`config.mk`:
```
export PLATFORM = sky130hd
export DESIGN_NAME = dtr_flash_rd
export DESIGN_NICKNAME = d
export VERILOG_FILES = /design/src/rtl/dtr_rd_pkg.sv /design/src/rtl/dtr_rd_edge.sv /design/src/rtl/dtr_rd_ctrl.sv /design/src/rtl/dtr_rd_serdes.sv /design/src/rtl/dtr_flash_rd.sv
export SDC_FILE = /design/constraint.sdc
export NUM_CORES = 1
export LEC_CHECK = 0
export ABC_CLOCK_PERIOD_IN_PS = 3500
export BUFFER_PORTS_ARGS = -buffer_cell sky130_fd_sc_hd__buf_2
export CAP_MARGIN = 5
export CORE_MARGIN = 8
export CORE_UTILIZATION = 55
export DETAILED_ROUTE_END_ITERATION = 6
export PLACE_DENSITY = 0.76
export SLEW_MARGIN = 15
export SYNTH_ARGS = -nofsm -noshare
export SYNTH_HDL_FRONTEND = slang
export SYNTH_SLANG_ARGS = --single-unit
```
`constraint.sdc`:
```
create_clock -name clk -period 3.5 [get_ports clk]
set_input_delay 0.175 -clock clk [delete_from_list [all_inputs] [get_ports clk]]
set_output_delay 0.175 -clock clk [all_outputs]
set_load 0.1 [all_outputs]
```
`src/rtl/dtr_rd_pkg.sv`:
```
// Shared definitions for the double-rate flash read responder.
package dtr_rd_pkg;

    // Phase of one chip-select cycle.
    typedef enum logic [2:0] {
        PH_IDLE,
        PH_OPC,
        PH_ADDR,
        PH_MODE,
        PH_DUMMY,
        PH_DATA,
        PH_SKIP
    } phase_t;

    // Width of the address sent by the host.
    localparam int ADDR_BITS = 24;
    // Number of physical data lines.
    localparam int IO_W      = 4;

endpackage

```
`src/rtl/dtr_rd_edge.sv`:
```
// Pin sampler. Registers chip select, the serial clock and the data lines
// in the system-clock domain, then reports chip-select activity and the
// serial-clock edges.
// Assumes the pins are already synchronous to clk. The data lines are
// delayed one stage further than the clock, so the value reported with an
// edge is the one that was present just before that edge.
module dtr_rd_edge
    import dtr_rd_pkg::*;
(
    input  logic            clk,
    input  logic            rst_n,
    input  logic            cs_n,
    input  logic            sclk,
    input  logic [IO_W-1:0] sio_in,
    output logic            sel,
    output logic            sel_start,
    output logic            sck_rise,
    output logic            sck_fall,
    output logic [IO_W-1:0] sio_s
);

    logic            cs_q;
    logic            sel_d;
    logic            sclk_q;
    logic            sclk_qq;
    logic [IO_W-1:0] sio_q;
    logic [IO_W-1:0] sio_qq;

    // Sample the pins and keep one extra stage for edge and data alignment.
    always_ff @(posedge clk) begin
        if (!rst_n) begin
            cs_q    <= 1'b1;
            sel_d   <= 1'b0;
            sclk_q  <= 1'b0;
            sclk_qq <= 1'b0;
            sio_q   <= '0;
            sio_qq  <= '0;
        end else begin
            cs_q    <= cs_n;
            sel_d   <= ~cs_q;
            sclk_q  <= sclk;
            sclk_qq <= sclk_q;
            sio_q   <= sio_in;
            sio_qq  <= sio_q;
        end
    end

    // Edge and selection events, valid only while selected.
    always_comb begin
        sel       = ~cs_q;
        sel_start = sel & ~sel_d;
        sck_rise  = sel & sclk_q & ~sclk_qq;
        sck_fall  = sel & ~sclk_q & sclk_qq;
        sio_s     = sio_qq;
    end

endmodule

```
`src/rtl/dtr_rd_ctrl.sv`:
```
// Command sequencer. Captures the instruction, the address and the mode
// field, counts dummy clocks, and applies the busy and quad-enable gates.
// Also holds the continuation flag that lets the next cycle skip the
// instruction.
// Assumes the edge events come from dtr_rd_edge. The first address edge is
// a rising edge, and every address or mode phase ends on a falling edge.
module dtr_rd_ctrl
    import dtr_rd_pkg::*;
#(
    parameter logic [7:0] OPC_DUAL   = 8'hBD,
    parameter logic [7:0] OPC_QUAD   = 8'hED,
    parameter int         DUAL_DUMMY = 6,
    parameter int         QUAD_DUMMY = 7
) (
    input  logic                 clk,
    input  logic                 rst_n,
    input  logic                 sel,
    input  logic                 sel_start,
    input  logic                 sck_rise,
    input  logic                 sck_fall,
    input  logic [IO_W-1:0]      sio_s,
    input  logic                 busy,
    input  logic                 quad_en,
    output logic                 quad,
    output logic [ADDR_BITS-1:0] addr,
    output logic                 fetch_first,
    output logic                 data_start,
    output logic                 acc_dual,
    output logic                 acc_quad
);

    localparam int CNT_W = 5;
    localparam logic [CNT_W-1:0] OPC_LAST   = CNT_W'(8);
    localparam logic [CNT_W-1:0] ADDR_LAST2 = CNT_W'(ADDR_BITS / 2 - 1);
    localparam logic [CNT_W-1:0] ADDR_LAST4 = CNT_W'(ADDR_BITS / 4 - 1);
    localparam logic [CNT_W-1:0] DUM_LAST2  = CNT_W'(DUAL_DUMMY - 1);
    localparam logic [CNT_W-1:0] DUM_LAST4  = CNT_W'(QUAD_DUMMY - 1);

    phase_t           ph;
    logic [CNT_W-1:0] cnt;
    logic [7:0]       opc;
    logic [3:0]       mode_hi;
    logic             armed;
    logic             any_edge;
    logic [CNT_W-1:0] addr_last;
    logic [CNT_W-1:0] dum_last;

    // Per-width phase limits and the both-edge strobe.
    always_comb begin
        any_edge  = sck_rise | sck_fall;
        addr_last = quad ? ADDR_LAST4 : ADDR_LAST2;
        dum_last  = quad ? DUM_LAST4 : DUM_LAST2;
    end

    // Phase sequencing, field capture and one-cycle event pulses.
    always_ff @(posedge clk) begin
        if (!rst_n) begin
            ph          <= PH_IDLE;
            cnt         <= '0;
            opc         <= '0;
            mode_hi     <= '0;
            armed       <= 1'b0;
            quad        <= 1'b0;
            addr        <= '0;
            fetch_first <= 1'b0;
            data_start  <= 1'b0;
            acc_dual    <= 1'b0;
            acc_quad    <= 1'b0;
        end else begin
            fetch_first <= 1'b0;
            data_start  <= 1'b0;
            acc_dual    <= 1'b0;
            acc_quad    <= 1'b0;
            if (!sel) begin
                ph <= PH_IDLE;
            end else begin
                case (ph)
                    PH_IDLE: begin
                        if (sel_start) begin
                            cnt  <= '0;
                            addr <= '0;
                            if (armed) begin
                                armed <= 1'b0;
                                if (busy || !quad_en) begin
                                    ph <= PH_SKIP;
                                end else begin
                                    ph       <= PH_ADDR;
                                    quad     <= 1'b1;
                                    acc_quad <= 1'b1;
                                end
                            end else begin
                                ph <= PH_OPC;
                            end
                        end
                    end
                    PH_OPC: begin
                        if (sck_rise) begin
                            opc <= {opc[6:0], sio_s[0]};
                            cnt <= cnt + 1'b1;
                        end else if (sck_fall && cnt == OPC_LAST) begin
                            cnt <= '0;
                            if (opc == OPC_DUAL && !busy) begin
                                ph       <= PH_ADDR;
                                quad     <= 1'b0;
                                acc_dual <= 1'b1;
                            end else if (opc == OPC_QUAD && !busy && quad_en) begin
                                ph       <= PH_ADDR;
                                quad     <= 1'b1;
                                acc_quad <= 1'b1;
                            end else begin
                                ph <= PH_SKIP;
                            end
                        end
                    end
                    PH_ADDR: begin
                        if (any_edge) begin
                            if (quad) begin
                                addr <= {addr[ADDR_BITS-5:0], sio_s};
                            end else begin
                                addr <= {addr[ADDR_BITS-3:0], sio_s[1:0]};
                            end
                            if (cnt == addr_last) begin
                                cnt         <= '0;
                                fetch_first <= 1'b1;
                                ph          <= quad ? PH_MODE : PH_DUMMY;
                            end else begin
                                cnt <= cnt + 1'b1;
                            end
                        end
                    end
                    PH_MODE: begin
                        if (sck_rise) begin
                            mode_hi <= sio_s;
                        end else if (sck_fall) begin
                            armed <= (mode_hi == ~sio_s);
                            ph    <= PH_DUMMY;
                        end
                    end
                    PH_DUMMY: begin
                        if (sck_fall) begin
                            if (cnt == dum_last) begin
                                cnt        <= '0;
                                data_start <= 1'b1;
                                ph         <= PH_DATA;
                            end else begin
                                cnt <= cnt + 1'b1;
                            end
                        end
                    end
                    PH_DATA: ph <= PH_DATA;
                    PH_SKIP: ph <= PH_SKIP;
                    default: ph <= PH_IDLE;
                endcase
            end
        end
    end

endmodule

```
`src/rtl/dtr_rd_serdes.sv`:
```
// Data streamer. Issues array reads with a one-byte prefetch, shifts the
// current byte out 2 or 4 bits per serial edge, and drives the output
// enables.
// Assumes a one-cycle read latency. Also assumes at least two serial edges
// per byte, each at least four system clocks apart, so every prefetch
// lands before it is needed.
module dtr_rd_serdes
    import dtr_rd_pkg::*;
#(
    parameter int AW = 24
) (
    input  logic            clk,
    input  logic            rst_n,
    input  logic            sel,
    input  logic            quad,
    input  logic            load,
    input  logic [AW-1:0]   load_addr,
    input  logic            start,
    input  logic            step,
    input  logic [7:0]      mem_rdata,
    output logic            mem_rd,
    output logic [AW-1:0]   mem_addr,
    output logic [IO_W-1:0] sio_out,
    output logic [IO_W-1:0] sio_oe
);

    logic [AW-1:0] faddr;
    logic          pend;
    logic [7:0]    nbuf;
    logic [7:0]    dbyte;
    logic [1:0]    slot;
    logic          run;
    logic [1:0]    last_slot;

    // Slots per byte minus one for the active line count.
    always_comb last_slot = quad ? 2'd1 : 2'd3;

    // Fetch, prefetch capture and byte shifting.
    always_ff @(posedge clk) begin
        if (!rst_n) begin
            faddr    <= '0;
            pend     <= 1'b0;
            nbuf     <= '0;
            dbyte    <= '0;
            slot     <= '0;
            run      <= 1'b0;
            mem_rd   <= 1'b0;
            mem_addr <= '0;
        end else begin
            mem_rd <= 1'b0;
            pend   <= mem_rd;
            if (pend) begin
                nbuf <= mem_rdata;
            end
            if (!sel) begin
                run <= 1'b0;
            end else if (load) begin
                mem_rd   <= 1'b1;
                mem_addr <= load_addr;
                faddr    <= load_addr + 1'b1;
            end else if (start) begin
                run      <= 1'b1;
                dbyte    <= nbuf;
                slot     <= '0;
                mem_rd   <= 1'b1;
                mem_addr <= faddr;
                faddr    <= faddr + 1'b1;
            end else if (run && step) begin
                if (slot == last_slot) begin
                    dbyte    <= nbuf;
                    slot     <= '0;
                    mem_rd   <= 1'b1;
                    mem_addr <= faddr;
                    faddr    <= faddr + 1'b1;
                end else begin
                    dbyte <= quad ? {dbyte[3:0], 4'b0000} : {dbyte[5:0], 2'b00};
                    slot  <= slot + 1'b1;
                end
            end
        end
    end

    // Pin drive: top bits of the current byte, enabled only while streaming.
    always_comb begin
        if (!run) begin
            sio_out = '0;
            sio_oe  = '0;
        end else if (quad) begin
            sio_out = dbyte[7:4];
            sio_oe  = 4'b1111;
        end else begin
            sio_out = {2'b00, dbyte[7:6]};
            sio_oe  = 4'b0011;
        end
    end

endmodule

```
`src/rtl/dtr_flash_rd.sv`:
```
// Top of the double-rate flash read responder. Wires the pin sampler, the
// command sequencer and the data streamer together.
// Assumes ARRAY_AW is at most the 24-bit host address width. Address bits
// above the array are dropped here.
module dtr_flash_rd
    import dtr_rd_pkg::*;
#(
    parameter int         ARRAY_AW   = 24,
    parameter logic [7:0] OPC_DUAL   = 8'hBD,
    parameter logic [7:0] OPC_QUAD   = 8'hED,
    parameter int         DUAL_DUMMY = 6,
    parameter int         QUAD_DUMMY = 7
) (
    input  logic                clk,
    input  logic                rst_n,
    input  logic                cs_n,
    input  logic                sclk,
    input  logic [3:0]          sio_in,
    output logic [3:0]          sio_out,
    output logic [3:0]          sio_oe,
    input  logic                quad_en,
    input  logic                busy,
    output logic                mem_rd,
    output logic [ARRAY_AW-1:0] mem_addr,
    input  logic [7:0]          mem_rdata
);

    logic                 sel;
    logic                 sel_start;
    logic                 sck_rise;
    logic                 sck_fall;
    logic [IO_W-1:0]      sio_s;
    logic                 quad;
    logic [ADDR_BITS-1:0] host_addr;
    logic                 fetch_first;
    logic                 data_start;
    logic                 acc_dual;
    logic                 acc_quad;
    logic                 step;

    // Any serial edge advances the output stream.
    always_comb step = sck_rise | sck_fall;

    // Drop host address bits above the array.
    generate
        if (ARRAY_AW < ADDR_BITS) begin : g_trim
            logic unused_hi;
            assign unused_hi = ^host_addr[ADDR_BITS-1:ARRAY_AW];
        end
    endgenerate

    dtr_rd_edge u_edge (
        .clk       (clk),
        .rst_n     (rst_n),
        .cs_n      (cs_n),
        .sclk      (sclk),
        .sio_in    (sio_in),
        .sel       (sel),
        .sel_start (sel_start),
        .sck_rise  (sck_rise),
        .sck_fall  (sck_fall),
        .sio_s     (sio_s)
    );

    dtr_rd_ctrl #(
        .OPC_DUAL   (OPC_DUAL),
        .OPC_QUAD   (OPC_QUAD),
        .DUAL_DUMMY (DUAL_DUMMY),
        .QUAD_DUMMY (QUAD_DUMMY)
    ) u_ctrl (
        .clk         (clk),
        .rst_n       (rst_n),
        .sel         (sel),
        .sel_start   (sel_start),
        .sck_rise    (sck_rise),
        .sck_fall    (sck_fall),
        .sio_s       (sio_s),
        .busy        (busy),
        .quad_en     (quad_en),
        .quad        (quad),
        .addr        (host_addr),
        .fetch_first (fetch_first),
        .data_start  (data_start),
        .acc_dual    (acc_dual),
        .acc_quad    (acc_quad)
    );

    dtr_rd_serdes #(
        .AW (ARRAY_AW)
    ) u_serdes (
        .clk       (clk),
        .rst_n     (rst_n),
        .sel       (sel),
        .quad      (quad),
        .load      (fetch_first),
        .load_addr (host_addr[ARRAY_AW-1:0]),
        .start     (data_start),
        .step      (step),
        .mem_rdata (mem_rdata),
        .mem_rd    (mem_rd),
        .mem_addr  (mem_addr),
        .sio_out   (sio_out),
        .sio_oe    (sio_oe)
    );

endmodule

```
==> impl_metrics.py <==
metrics = {
    "critical_path": {
        "path_class": "flip-flop to flip-flop",
        "crit_arrival_ns": 3.14,
        "cp-startpoint": "u_ctrl.fetch_first",
        "crit_family": "compound AO/OA/AOI/OAI gates",
        "r2r-start": "u_ctrl.fetch_first",
        "endpoint_kind": "flip-flop",
        "regToRegSetupSlack_ns": 0.66,
        "crit_chain": "and4b_1 > o211ai_1 > nor4_1 > or4_1 > o311ai_0",
        "reg2regPathDepth": 5,
        "critPathMaxStageDelay_ns": 0.88,
        "cp.depth": 5,
        "crit_path_max_fanout": 35,
        "crit_required_ns": 3.80,
        "slowest_stage": "o211ai_1",
        "worst_r2r_endpoint": "u_serdes.faddr[17]",
        "start_kind": "flip-flop",
        "path_buf_inv": 0,
    },
    "clock_tree": {
        "cts_made_buffers": 17,
        "cts_tree": "done",
        "post_cts_buffers": 0,
        "cts_max_path_buffers": 2,
        "cts_hold_buf": 13,
        "clk_latency_ns": 0.42,
        "cts.sinks": 129,
        "clk_pin_slew_worst_paths_ns": 0.05,
        "clockRootBuffer": "clkbuf_16",
        "cts_resized": 0,
        "htreeDepth": 4,
    },
    "sta": {
        "worst-slew-pin-transition_ns": 1.12,
        "timing.hold.ws_ns": 0.0248,
        "skew_ns": 0.00859,
        "hold_viol": 0,
        "fin_crit_sh_pct": 81.2,
        "setup_violations": 0,
        "tns_ns": 0,
        "rsz0062_at_grt": "false",
        "fmax_ghz": 0.352,
        "timing.slew.headroom_pct": 25.3,
        "drv_slew": 0,
        "fin_crit_ns": 2.84,
    },
    "detailed_routing": {
        "remaining_drc_errors": 0,
        "drtIter0Drc": 432,
        "ant_nets": 0,
        "num_vias": 5922,
        "wl_microns": 15900,
        "firstDrtPassIters": 5,
        "avgViaCountPerCell": 6.23,
        "wl_per_cell_microns": 16.7,
    },
    "cells_and_area": {
        "nets": 817,
        "final_cell_mix": "dfxtp_1, nand2_1, nand3_1",
        "synthToLayoutAreaGrowth_pct": 14.1,
        "antennaDiodeCount": 0,
        "drive_gt1_share_pct": 15.7,
        "nFillCells": 982,
        "postLayoutCoreUtil_pct": 64.5,
        "final_common_cell": "dfxtp_1",
    },
    "global_routing": {
        "first_global_vias": 5425,
        "grt_pass1_wl_microns": 26500,
        "globalRouteOverflowTotal": 0,
        "antenna_found_initial": 0,
        "track_usage_pct": 20.1,
        "grt_max_degree": 77,
    },
    "place": {
        "globalplace.congestion": 0.874,
        "dp_hpwl_microns": 10400,
        "io_buffers": 50,
    },
    "worst_hold_path": {
        "hold_path.class": "primary input to flip-flop",
        "hold_depth": 3,
        "hp-start": "mem_rdata[2]",
        "whs_endpoint": "u_serdes.nbuf[2]",
    },
    "floorplanning": {
        "ios": 51,
        "fp.dieW_microns": 124,
        "dieHeight_microns": 124,
        "die-area_sq_mm": 0.0155,
        "rows": 39,
        "initial_core_util_pct": 56.5,
        "core_sq_mm": 0.0114,
    },
    "run_status": {
        "outcome": "complete, no violations",
    },
    "logic_synthesis": {
        "synthTopCellsByArea": "dfxtp_1, mux2i_1, mux2_2",
        "syn_nets": 785,
        "avgSynthCellArea_sq_um": 8.45,
        "netlist.area_leader.share_pct": 40.0,
        "synth_edf_count": 0,
        "yosysTopAreaCell": "dfxtp_1",
        "postSynthCellCount": 764,
        "synthFlopType": "dfxtp_1",
        "ys_ff_latch": 129,
        "synthArstFlopShare_pct": 0,
        "synthesis.area_sq_mm": 0.00645,
        "seq_area_frac_synth_pct": 40.0,
        "yosysUniqueCellTypes": 65,
        "yosys_warnings": 0,
    },
    "power": {
        "power_leakage_nw": 2.57,
        "ir_drop_v": 0.000359,
        "finalPower_mw": 3.11,
        "powerDensity_mw_per_mm2": 422,
    },
    "flow_run": {
        "cap_violations": 0,
    },
}
[cell families (layout without fill, tap and decap cells)]
logic type	count (synthesis)	count (layout)	synth area share [%]
simple gates	295	295	23.6
fa+ha+maj	3	3	0.582
flops	129	129	40.0
mux	66	66	10.8
compound gates	187	187	18.7
xor+xnor	11	11	1.49
buf+inv	73	117	4.79
[worst min-delay path: stages]
cell and delay [ns]:
buf_2 0.08, mux2i_1 0.07, nor2_1 0.08
[cells in the mapped netlist, types with 3 or more instances]
cell and count:
a2111oi_0 3, a211o_1 5, a211oi_1 22, a21o_1 3
a21oi_1 62, a221oi_1 6, a311oi_1 4, a31oi_1 7
and2_1 13, and3_1 4, buf_1 3, buf_2 12
buf_4 3, clkbuf_1 42, dfxtp_1 129, ha_1 3
inv_1 8, mux2_2 29, mux2i_1 37, nand2_1 72
nand2b_1 11, nand3_1 62, nand3b_1 5, nand4_1 7
nand4b_1 4, nor2_1 56, nor2b_1 7, nor3_1 12
nor3b_1 4, nor4_1 8, nor4bb_1 3, o211ai_1 20
o21ai_0 32, o31ai_1 6, or3_1 7, or4_1 6
xor2_1 10
[power breakdown]
part	internal (mW)	leakage (nW)	switching [mW]
clock	0.908	0.247	0.604
combinational	0.0411	1.28	0.0609
sequential	1.48	1.04	0.0135
[worst max-delay path by stage]
stage	end	slack (ns)
floorplan	u_serdes.faddr[6]	0.62
global placement	u_serdes.faddr[18]	0.79
detailed placement	u_serdes.faddr[17]	0.72
CTS	u_serdes.faddr[17]	0.71
global route	u_serdes.faddr[17]	0.47
finish	u_serdes.faddr[17]	0.66
[metal layers]
metal	part of all wire (%)	wire [microns]	vias to the layer above	global-route usage, %
met5	0	0	-	0
met4	2.2	350	0	9.36
met3	6.4	1020	32	4.43
met2	48	7570	215	32.2
met1	44	6940	2821	25.0
li1	-	-	2854	-
[state kept, by name, summed over array words and instances, names as in the netlist, 5 cells and up]
register	flops
u_ctrl.addr	24
u_ctrl.cnt	5
u_serdes.dbyte	8
u_serdes.faddr	24
u_serdes.mem_addr	24
u_serdes.nbuf	8
u_ctrl.opc	8
[cell type report]
cell class	instances	area (sq um)	share of cell area [%]
Inverter	11	41.3	0.560
Sequential cell	129	2580	35.1
Clock buffer	24	462	6.27
Timing Repair Buffer	75	483	6.56
Tap cell	143	179	2.43
Clock inverter	7	37.5	0.510
Multi-Input combinational cell	562	3580	48.6
[stage by stage]
step                      instances  worst slack, ns  area, sq um
after CTS                       951            0.705         7370
after global routing            951            0.469         7370
after floorplan                 764            0.623         6450
after detailed placement        907            0.721         6740
final                           951            0.658         7370
after global placement          907            0.794         6740
Power figures use the tool's default switching activity.
